**config.mk**
```make
export PLATFORM = sky130hd
export DESIGN_NAME = prg_bank_map
export DESIGN_NICKNAME = d
export VERILOG_FILES = /design/src/rtl/prg_map_pkg.sv /design/src/rtl/prg_bank_reg.sv /design/src/rtl/prg_win_decode.sv /design/src/rtl/prg_bank_map.sv
export SDC_FILE = /design/constraint.sdc
export NUM_CORES = 1
export LEC_CHECK = 0
export ABC_AREA = 1
export BUFFER_PORTS_ARGS = -buffer_cell sky130_fd_sc_hd__clkbuf_2
export CORE_AREA = 2 2 39 41
export CTS_CLUSTER_DIAMETER = 80
export DETAILED_ROUTE_END_ITERATION = 16
export DIE_AREA = 0 0 41 43
export SYNTH_ARGS = -nofsm -noshare
export SYNTH_HDL_FRONTEND = slang
export SYNTH_SLANG_ARGS = --single-unit
```
**constraint.sdc**
```tcl
create_clock -name clk -period 0.95 [get_ports clk]
set_input_delay 0.1425 -clock clk [delete_from_list [all_inputs] [get_ports clk]]
set_output_delay 0.1425 -clock clk [all_outputs]
set_load 0.02 [all_outputs]
```
**src/rtl/prg_map_pkg.sv**
```systemverilog
package prg_map_pkg;

  localparam int OFFS_W = 14;
  localparam int CPU_AW = 16;
  localparam int CPU_DW = 8;

  typedef enum logic {
    WIN_SWITCH = 1'b0,
    WIN_FIXED  = 1'b1
  } win_e;

  function automatic win_e pick_window(input logic addr14);
    return addr14 ? WIN_FIXED : WIN_SWITCH;
  endfunction

endpackage

```
**src/rtl/prg_bank_reg.sv**
```systemverilog
module prg_bank_reg
  import prg_map_pkg::*;
#(
  parameter int BANK_W = 4
) (
  input  logic              clk,
  input  logic              rst_n,
  input  logic              load_en,
  input  logic [CPU_DW-1:0] load_data,
  output logic [BANK_W-1:0] bank_q
);

  logic [BANK_W-1:0] bank_next;

  always_comb begin
    bank_next = load_en ? load_data[BANK_W-1:0] : bank_q;
  end

  always_ff @(posedge clk or negedge rst_n) begin
    if (!rst_n) bank_q <= '0;
    else        bank_q <= bank_next;
  end

  AST_LOAD_TAKES_DATA: assert property (@(posedge clk) disable iff (!rst_n)
    load_en |=> bank_q == $past(load_data[BANK_W-1:0]));
  AST_HOLD_WITHOUT_LOAD: assert property (@(posedge clk) disable iff (!rst_n)
    !load_en |=> $stable(bank_q));

endmodule

```
**src/rtl/prg_win_decode.sv**
```systemverilog
module prg_win_decode
  import prg_map_pkg::*;
#(
  parameter int BANK_W = 4
) (
  input  logic              clk,
  input  logic              rst_n,
  input  logic [CPU_AW-1:0] cpu_addr,
  input  logic              cpu_wr,
  input  logic [BANK_W-1:0] bank_q,
  output logic [BANK_W-1:0] bank_sel,
  output logic              load_en,
  output logic              rom_ce
);

  localparam logic [BANK_W-1:0] LAST_BANK = {BANK_W{1'b1}};

  win_e win;
  logic in_cart;

  always_comb begin
    in_cart = cpu_addr[CPU_AW-1];
    win     = pick_window(cpu_addr[OFFS_W]);
    load_en = cpu_wr & in_cart;
    rom_ce  = in_cart & ~cpu_wr;
  end

  // Upper window: OR the register with a mask of all ones.
  genvar b;
  generate
    for (b = 0; b < BANK_W; b++) begin : g_bank_bit
      assign bank_sel[b] = bank_q[b] | (win == WIN_FIXED);
    end
  endgenerate

  AST_UPPER_IS_LAST: assert property (@(posedge clk) disable iff (!rst_n)
    cpu_addr[OFFS_W] |-> bank_sel == LAST_BANK);
  AST_LOWER_FOLLOWS_REG: assert property (@(posedge clk) disable iff (!rst_n)
    !cpu_addr[OFFS_W] |-> bank_sel == bank_q);
  AST_CE_ONLY_READS: assert property (@(posedge clk) disable iff (!rst_n)
    rom_ce |-> (cpu_addr[CPU_AW-1] && !cpu_wr));
  AST_CE_NO_WRITE_OVERLAP: assert property (@(posedge clk) disable iff (!rst_n)
    !(rom_ce && load_en));

endmodule

```
**src/rtl/prg_bank_map.sv**
```systemverilog
module prg_bank_map
  import prg_map_pkg::*;
#(
  parameter int BANK_W = 4,
  localparam int ROM_W = BANK_W + OFFS_W
) (
  input  logic              clk,
  input  logic              rst_n,
  input  logic [15:0]       cpu_addr,
  input  logic [7:0]        cpu_data,
  input  logic              cpu_wr,
  output logic [ROM_W-1:0]  rom_addr,
  output logic              rom_ce
);

  logic [BANK_W-1:0] bank_q;
  logic [BANK_W-1:0] bank_sel;
  logic              load_en;

  generate
    if (BANK_W != 3 && BANK_W != 4) begin : g_bad_width
      initial $error("prg_bank_map: BANK_W must be 3 or 4");
    end
  endgenerate

  prg_win_decode #(.BANK_W(BANK_W)) u_decode (
    .clk      (clk),
    .rst_n    (rst_n),
    .cpu_addr (cpu_addr),
    .cpu_wr   (cpu_wr),
    .bank_q   (bank_q),
    .bank_sel (bank_sel),
    .load_en  (load_en),
    .rom_ce   (rom_ce)
  );

  prg_bank_reg #(.BANK_W(BANK_W)) u_reg (
    .clk       (clk),
    .rst_n     (rst_n),
    .load_en   (load_en),
    .load_data (cpu_data),
    .bank_q    (bank_q)
  );

  assign rom_addr = {bank_sel, cpu_addr[OFFS_W-1:0]};

  AST_OFFSET_PASSES: assert property (@(posedge clk) disable iff (!rst_n)
    1'b1 |-> rom_addr[OFFS_W-1:0] == cpu_addr[OFFS_W-1:0]);
  AST_LOAD_LATER: assert property (@(posedge clk) disable iff (!rst_n)
    (load_en && !cpu_addr[OFFS_W]) |-> rom_addr[ROM_W-1:OFFS_W] == bank_q);

endmodule

```
* Word-level counts from Yosys, hierarchy flattened
Index checks and enable logic that the tools add are counted.
** Storage, ports and cells
- Input port bits :: 27
- Output and inout bits :: 19
- Bits in latches :: 0
- ROM bits :: 0
- Word-level logic and storage cells :: 9
- Flip-flop bits (word level) :: 4
- Memory bits (writable) :: 0
- Memories :: 0
** Operators by class
- Reduce and logical (&&, ||, !) cells :: 0
- Shift operators :: 0
- Order comparisons :: 0
- Bitwise operators :: 7
- $mul :: 0
- Eq/ne operators :: 0
- Add/sub/neg operators :: 0
- Mux-type cells :: 1
- Divide/modulo/power cells :: 0
** Operator list (count)
- $or 1x1->1 :: 4
- $and 1x1->1 :: 2
- $mux 1 :: 1
- $not 1->1 :: 1

* Depth between registers and ports, before layout
Gate-level depths: netlist (run 1).
- Depth after elaboration :: 2
- Depth in mapped cells :: 3
- Depth with buffers taken out :: 3

* Modules after synthesis
A second synthesis (run 1) with hierarchy kept.
** Second synthesis, totals
- Cell total of the unflattened synthesis :: 44
- Area, all modules :: 305.3 sq um
** By module, submodules not included
- prg_bank_reg :: times used 1, cells each 17, area an instance 148.9 sq um, sequential area each 100.1 sq um
- prg_bank_map :: times used 1, cells each 14, area an instance 105.1 sq um, sequential area each 0.0 sq um
- prg_win_decode :: times used 1, cells each 13, area an instance 51.3 sq um, sequential area each 0.0 sq um

* Worst setup path before layout (run 1)
Ideal clock, no wire load.
- Path type :: reg2out
- Start point :: reg u_reg.bank_q[0]
- End point :: out rom_addr[14]
- Buffers on the path :: 0
- Arrival :: 0.694 ns
- Cell stages (with the launch flop) :: 2
- Required time :: 0.808 ns
- Setup slack :: 0.114 ns
- Path through :: dfrtp_1 > or2_2
** On the way
- Longest elaborated chain between the ends :: 1
** RTL lines
- from (decl) :: line prg_bank_reg.sv:10 : output logic [BANK_W-1:0] bank_q
- from (signal assigned) :: line prg_bank_reg.sv:21 : else bank_q <= bank_next;
- $or 1x1->1 :: line prg_win_decode.sv:32 : assign bank_sel[b] = bank_q[b] | (win == WIN_FIXED);
- to (decl) :: line prg_bank_map.sv:12 : output logic [ROM_W-1:0] rom_addr,
No other way between the ends.

* Final worst setup path (run 1)
- Start point :: reg u_reg.bank_q[1]
- End point :: out rom_addr[15]
Same word-level chain as after synthesis.

==> results of run 1 <==
==> repair_timing <==
| action | CTS | global route |
|---|---|---|
| setup buffers | 4 | 1 |
| pin swaps | 1 | 0 |
| resized for setup | 11 | 4 |
| cloned | 0 | 0 |
| endpoints found under the setup margin | 4 | 4 |
| hold buffers | 1 | 0 |
| endpoints found under the hold margin | 4 | 0 |
==> area by class of cell <==
type                       count  area, sq um  share of cell area
clock buffer                   3         22.5              0.0571
timing repair buffer          19          153               0.387
tap                           16         20.0              0.0508
inverter                       1         3.75             0.00952
multi-input combinational     18         95.1               0.241
sequential                     4          100               0.254
==> how the worst min path moves through the flow <==
stage | to | slack [ns]
detailed placement | u_reg.bank_q[0]$_DFFE_PN0P_ | -0.05
CTS | u_reg.bank_q[0]$_DFFE_PN0P_ | 0.14
global placement | u_reg.bank_q[0]$_DFFE_PN0P_ | -0.05
global route | u_reg.bank_q[2]$_DFFE_PN0P_ | 0.15
floorplan | u_reg.bank_q[0]$_DFFE_PN0P_ | -0.15
finish | u_reg.bank_q[0]$_DFFE_PN0P_ | 0.15
==> kinds of logic (layout without fill, tap and decap cells) <==
family	count (synthesis)	after routing	synth area share
flip-flops	4	4	0.340
buffers and inverters	15	23	0.370
AND/OR/NAND/NOR	18	18	0.289
==> routing by layer <==
layer  vias to the layer above  routed length [um]
li1                        116                   -
met1                        89                 202
met2                        21                 232
met3                         4                  95
met4                         0                  20
met5                         -                   0
==> stage by stage <==
stage	setup WS, ns	area [sq um]
after floorplan	0.114	294
after global placement	0.00725	274
after detailed placement	0.00403	274
after CTS	-0.172	382
after global routing	-0.186	394
final	-0.153	394
==> placed cells by master, fill, tap and decap left out <==
| master | instances |
|---|---|
| buf_4 | 5 |
| buf_8 | 4 |
| clkbuf_2 | 9 |
| clkbuf_4 | 3 |
| dfrtp_1 | 4 |
| dlygate4sd3_1 | 1 |
| inv_1 | 1 |
| nand2_1 | 8 |
| nand2_2 | 1 |
| nand3_1 | 4 |
| nor2_1 | 1 |
| or2_4 | 4 |
==> critical path: stages (launching register included) <==
cell     delay [ns]
dfrtp_1        0.37
or2_4          0.23
buf_8          0.13
==> power breakdown <==
part	total (W)	switching (W)	internal, W
sequential	0.000204	0.0000108	0.000193
combinational	0.000196	0.0000770	0.000119
clock	0.000205	0.0000643	0.000141
==> metrics.csv, run 1 <==
stage,metric,value,unit
sta,Max Slew Vio Count,0,
grt,global-route usage over all layers,0.0796,
route,DRC,0,
setup_path,crit end category,output port,
final_layout,Largest register FFs,4,
place,IO Port Bufs,13,
clocking,clock tree sinks,4,
final_layout,diodes inserted,0,
yosys,post-synthesis cell type count,8,
floorplan,die area,1760,sq um
floorplan,Core Rows,14,
sta,# setup viols final,4,
grt,routing usage on met2,0.0719,
yosys,"area leader, netlist",buf_4,
setup_path,CP max FO,2,
final_layout,final net count,74,
grt,vias in the first global route,204,
grt,global routing's busiest layer,met4,
yosys,"FFs w/ async S/R, synth",1.00,
floorplan,Die Y,43,um
floorplan,core area,1380,sq um
grt,first-pass GRT wire length,814,um
clocking,clock-pin slew on the worst setup and hold paths,0.04,ns
yosys,synth warn,0,
final_layout,fill count,146,
yosys,Post-synth EDFFs,0,
final_layout,share of post-route cells with drive strength above 1,0.578,
yosys,Synth Instances,37,
clocking,clock latency on the worst-skew pair,0.23,ns
place,RD Place Congestion,0.664,
setup_path,startpoint type of the worst setup path,flop,
power_and_ir_drop,Pwr Total,0.000605,W
setup_path,CP endpoint,rom_addr[15],
clocking,CTS tree,done,
final_layout,Finished Core Util,0.285,
grt,"Remaining Overflow, GRT",0,
route,1st-iter DRT viols,4,
hold_path,WHS Path Cells,3,
clocking,# H-tree levels,1,
power_and_ir_drop,Max rail drop VDD,0.409,mV
outcome,outcome,"complete, but fails checks",
sta,Worst-Margin Slew,0.116,ns
clocking,Inserted Clock Buffers,3,
setup_path,Worst EP arrival,0.96,ns
grt,met1 usage in global routing,0.0814,
yosys,"top cells by count, synth","14 x buf_4, 8 x nand2_1, 4 x dfrtp_1, 4 x nand3_1, 4 x or2_2",
yosys,"FF+latch count, synth",4,
yosys,Syn Nets,64,
grt,initial antenna violation count,0,
final_layout,largest registers,u_reg.bank_q (4),
setup_path,RR Endpoint,u_reg.bank_q[0]$_DFFE_PN0P_,
sta,worst hold slack,0.149,ns
setup_path,worst r2r src,u_reg.bank_q[0]$_DFFE_PN0P_,
setup_path,Crit path required time,0.81,ns
setup_path,crit path from,u_reg.bank_q[1]$_DFFE_PN0P_,
clocking,clk buf depth,2,
grt,largest net degree at the start of global routing,7,
hold_path,HP Start,cpu_data[0],
route,total number of vias,230,
place,placed cell count,52,
grt,GRT met3 Usage,0.0524,
power_and_ir_drop,Pleak,0.218,nW
final_layout,Layout Cells excl Fill,61,
final_layout,"Area growth, synth to finish",34.0,%
route,WL/cell,9.02,um
hold_path,HP Class,primary input to flop,
floorplan,die span in x,41,um
setup_path,flop2flop setup slack,0.12,ns
yosys,register area share after synthesis,0.340,
yosys,ranking of synthesized cells by area,"buf_4 36%, dfrtp_1 34%, nand2_1 10%, or2_2 8.5%, nand3_1 6.8%",
yosys,synthesized area,294,sq um
sta,Fmax achieved,906,MHz
route,DRT Pass-1 Iters,4,
yosys,most frequent cell after synthesis,buf_4,
sta,max_slew headroom,0.922,
final_layout,Largest Register,u_reg.bank_q,
floorplan,I/O pins,46,
sta,final setup skew,0,ns
yosys,share of the synthesized area in the top cell type,0.357,
route,final wirelength,550,um
yosys,syn avg cell area,7.95,sq um
job,max cap viols,0,
clocking,CTS root buffer,clkbuf_4,
yosys,Most used DFF post-synth,dfrtp_1,
setup_path,reg2reg path depth,4,
power_and_ir_drop,power per cell area,1530,nW/um^2
sta,Final Cycle Share,1.16,
sta,crit path time final,1.10,ns
outcome,failing checks,negative setup slack,
floorplan,initial core utilization,0.212,
setup_path,Worst Setup Path Type,flop to output port,
sta,setup_tns,-0.600,ns
route,vias per cell,3.77,
sta,RSZ-0062 raised after global routing,true,
sta,slack of the critical path,-0.153,ns
sta,final hold violation count,0,
route,Detail Route Antenna Nets,0,
Power figures use the tool's default switching activity.
==> run 2: changes to the inputs <==
RECOVER_POWER = 100   (was not set)
==> run 2 against run 1 <==
Effect of this change: the run still ends with negative setup slack left; first-iteration DRC count stayed put; sequential share of layout area rose by 0.16 points; combinational power barely moved; maximum frequency about the same.
==> metrics.csv, run 2 (synthesized netlist as in run 1, its figures left out) <==
stage,metric,value,unit,change
setup_path,Crit path required time,0.81,ns,about the same
clocking,CTS root buffer,clkbuf_4,,
clocking,CTS tree,done,,
clocking,clock latency on the worst-skew pair,0.23,ns,about the same
setup_path,crit end category,output port,,
grt,largest net degree at the start of global routing,7,,unchanged
sta,worst hold slack,0.149,ns,-0.000112 ns
route,WL/cell,8.87,um,-1.6%
route,DRC,0,,unchanged
route,DRT Pass-1 Iters,4,,unchanged
outcome,outcome,"complete, but fails checks",,
setup_path,Worst Setup Path Type,flop to output port,,
final_layout,fill count,148,,+1.4%
floorplan,core area,1380,sq um,unchanged
grt,"Remaining Overflow, GRT",0,,unchanged
grt,vias in the first global route,204,,unchanged
final_layout,diodes inserted,0,,unchanged
final_layout,Largest Register,u_reg.bank_q,,
setup_path,"Cell Chain, Critical Path",or2_4 -> buf_8,,
grt,global-route usage over all layers,0.0796,,unchanged
route,final wirelength,541,um,-1.6%
final_layout,"commonest non-fill, non-tap cell in the layout",nand2_1,,
final_layout,final net count,74,,unchanged
clocking,# H-tree levels,1,,unchanged
grt,initial antenna violation count,0,,unchanged
final_layout,share of post-route cells with drive strength above 1,0.533,,-0.0444
setup_path,CP max FO,2,,unchanged
floorplan,die area,1760,sq um,unchanged
final_layout,multi-input logic area,95.1,sq um,unchanged
grt,first-pass GRT wire length,814,um,unchanged
sta,Fmax achieved,906,MHz,about the same
final_layout,Finished Core Util,0.283,,-0.00181
sta,final hold violation count,0,,unchanged
clocking,clock-pin slew on the worst setup and hold paths,0.04,ns,about the same
final_layout,most frequent cells in the layout,"8 x nand2_1, 7 x clkbuf_2, 6 x clkbuf_4",,
place,RD Place Congestion,0.664,,unchanged
final_layout,Register Area,100,sq um,unchanged
job,max cap viols,0,,unchanged
route,vias per cell,3.79,,+0.43%
final_layout,"Area growth, synth to finish",33.2,%,
sta,# setup viols final,4,,unchanged
route,Detail Route Antenna Nets,0,,unchanged
route,total number of vias,231,,+0.43%
clocking,clk buf depth,2,,unchanged
final_layout,largest registers,u_reg.bank_q (4),,
setup_path,delay of the slowest cell on the worst path,0.37,ns,about the same
power_and_ir_drop,power per cell area,1540,nW/um^2,+0.11%
clocking,clock tree sinks,4,,unchanged
sta,Max Slew Vio Count,0,,unchanged
floorplan,Core Rows,14,,unchanged
power_and_ir_drop,Pleak,0.210,nW,-3.3%
route,1st-iter DRT viols,4,,unchanged
floorplan,die span in x,41,um,unchanged
sta,max_slew headroom,0.839,,-0.0837
setup_path,Worst EP arrival,0.96,ns,about the same
sta,Final Cycle Share,1.16,,about the same
setup_path,startpoint type of the worst setup path,flop,,
sta,final setup skew,0,ns,unchanged
sta,crit path time final,1.10,ns,-0.000273 ns
floorplan,Die Y,43,um,unchanged
floorplan,I/O pins,46,,unchanged
outcome,failing checks,negative setup slack,,
sta,Worst-Margin Slew,0.243,ns,+0.127 ns
sta,slack of the critical path,-0.153,ns,+0.000273 ns
floorplan,initial core utilization,0.212,,unchanged
clocking,Inserted Clock Buffers,3,,unchanged
place,worst slack at placement,0.00403,ns,unchanged
place,IO Port Bufs,13,,unchanged
setup_path,Slowest cell on crit path,dfrtp_1,,
power_and_ir_drop,Max rail drop VDD,0.405,mV,-1.0%
hold_path,HP Class,primary input to flop,,
final_layout,Largest register FFs,4,,unchanged
sta,RSZ-0062 raised after global routing,true,,
-- run 2: cell count changes in the layout (fill, tap and decap cells not counted), sizes merged --
cell,delta
buf,-3
clkbuf,+3
-- run 2: report_power, final --
group          total (W)  leakage, nW  internal, W  switching (W)
Clock           0.000205       0.0138     0.000141      0.0000644
Combinational   0.000193        0.147     0.000117      0.0000768
Sequential      0.000203       0.0495     0.000193      0.0000103
-- run 2: layer usage --
metal / share of wire / routed length [um] / track usage / up-vias
li1: - / - / - / 116
met1: 0.37 / 198 / 0.0814 / 90
met2: 0.42 / 227 / 0.0719 / 21
met3: 0.17 / 94 / 0.0524 / 4
met4: 0.037 / 20 / 0.140 / 0
met5: 0 / 0 / 0 / -
-- run 2: repair_timing --
item | CTS | global route
endpoints found under the setup margin | 4 | 4
cloned | 0 | 0
pin swaps | 1 | 0
endpoints found under the hold margin | 4 | 0
hold buffers | 1 | 0
buffers inserted | 4 | 1
resized for setup | 11 | 4
-- run 2: path summary, 6_finish.rpt --
path | depth (start not counted) | end | startpoint | slack (ns)
setup / recovery | 2 | rom_addr[15] | u_reg.bank_q[1]$_DFFE_PN0P_ | -0.15
hold reg to reg | 3 | u_reg.bank_q[1]$_DFFE_PN0P_ | u_reg.bank_q[1]$_DFFE_PN0P_ | 0.57
setup reg to reg | 4 | u_reg.bank_q[0]$_DFFE_PN0P_ | u_reg.bank_q[0]$_DFFE_PN0P_ | 0.12
min in group asynchronous | 2 | u_reg.bank_q[3]$_DFFE_PN0P_ | rst_n | 0.27
hold / removal | 3 | u_reg.bank_q[0]$_DFFE_PN0P_ | cpu_data[0] | 0.15
max in group asynchronous | 2 | u_reg.bank_q[2]$_DFFE_PN0P_ | rst_n | 0.49
-- run 2: final cells by class --
| cell class | count | area share |
|---|---|---|
| flip-flops and latches | 4 | 0.256 |
| clock buffers | 3 | 0.0575 |
| inverters | 1 | 0.00958 |
| multi-input cells | 18 | 0.243 |
| repair buffers | 19 | 0.383 |
| well taps | 16 | 0.0511 |
-- run 2: metrics by stage --
stage	instance area [sq um]	setup TNS [ns]	std cells	total power, W
after floorplan	294	0	37	0.000350
after global placement	274	0	52	0.000310
after detailed placement	274	0	52	0.000312
after CTS	382	-0.677	60	0.000599
after global routing	392	-0.729	61	0.000639
final	392	-0.592	61	0.000602
-- run 2: worst max-delay path: cells and delay by family, from the launching register on --
family	cells	cell delay, ns
flip-flops	1	0.37
buffers and inverters	1	0.13
AND/OR/NAND/NOR	1	0.23
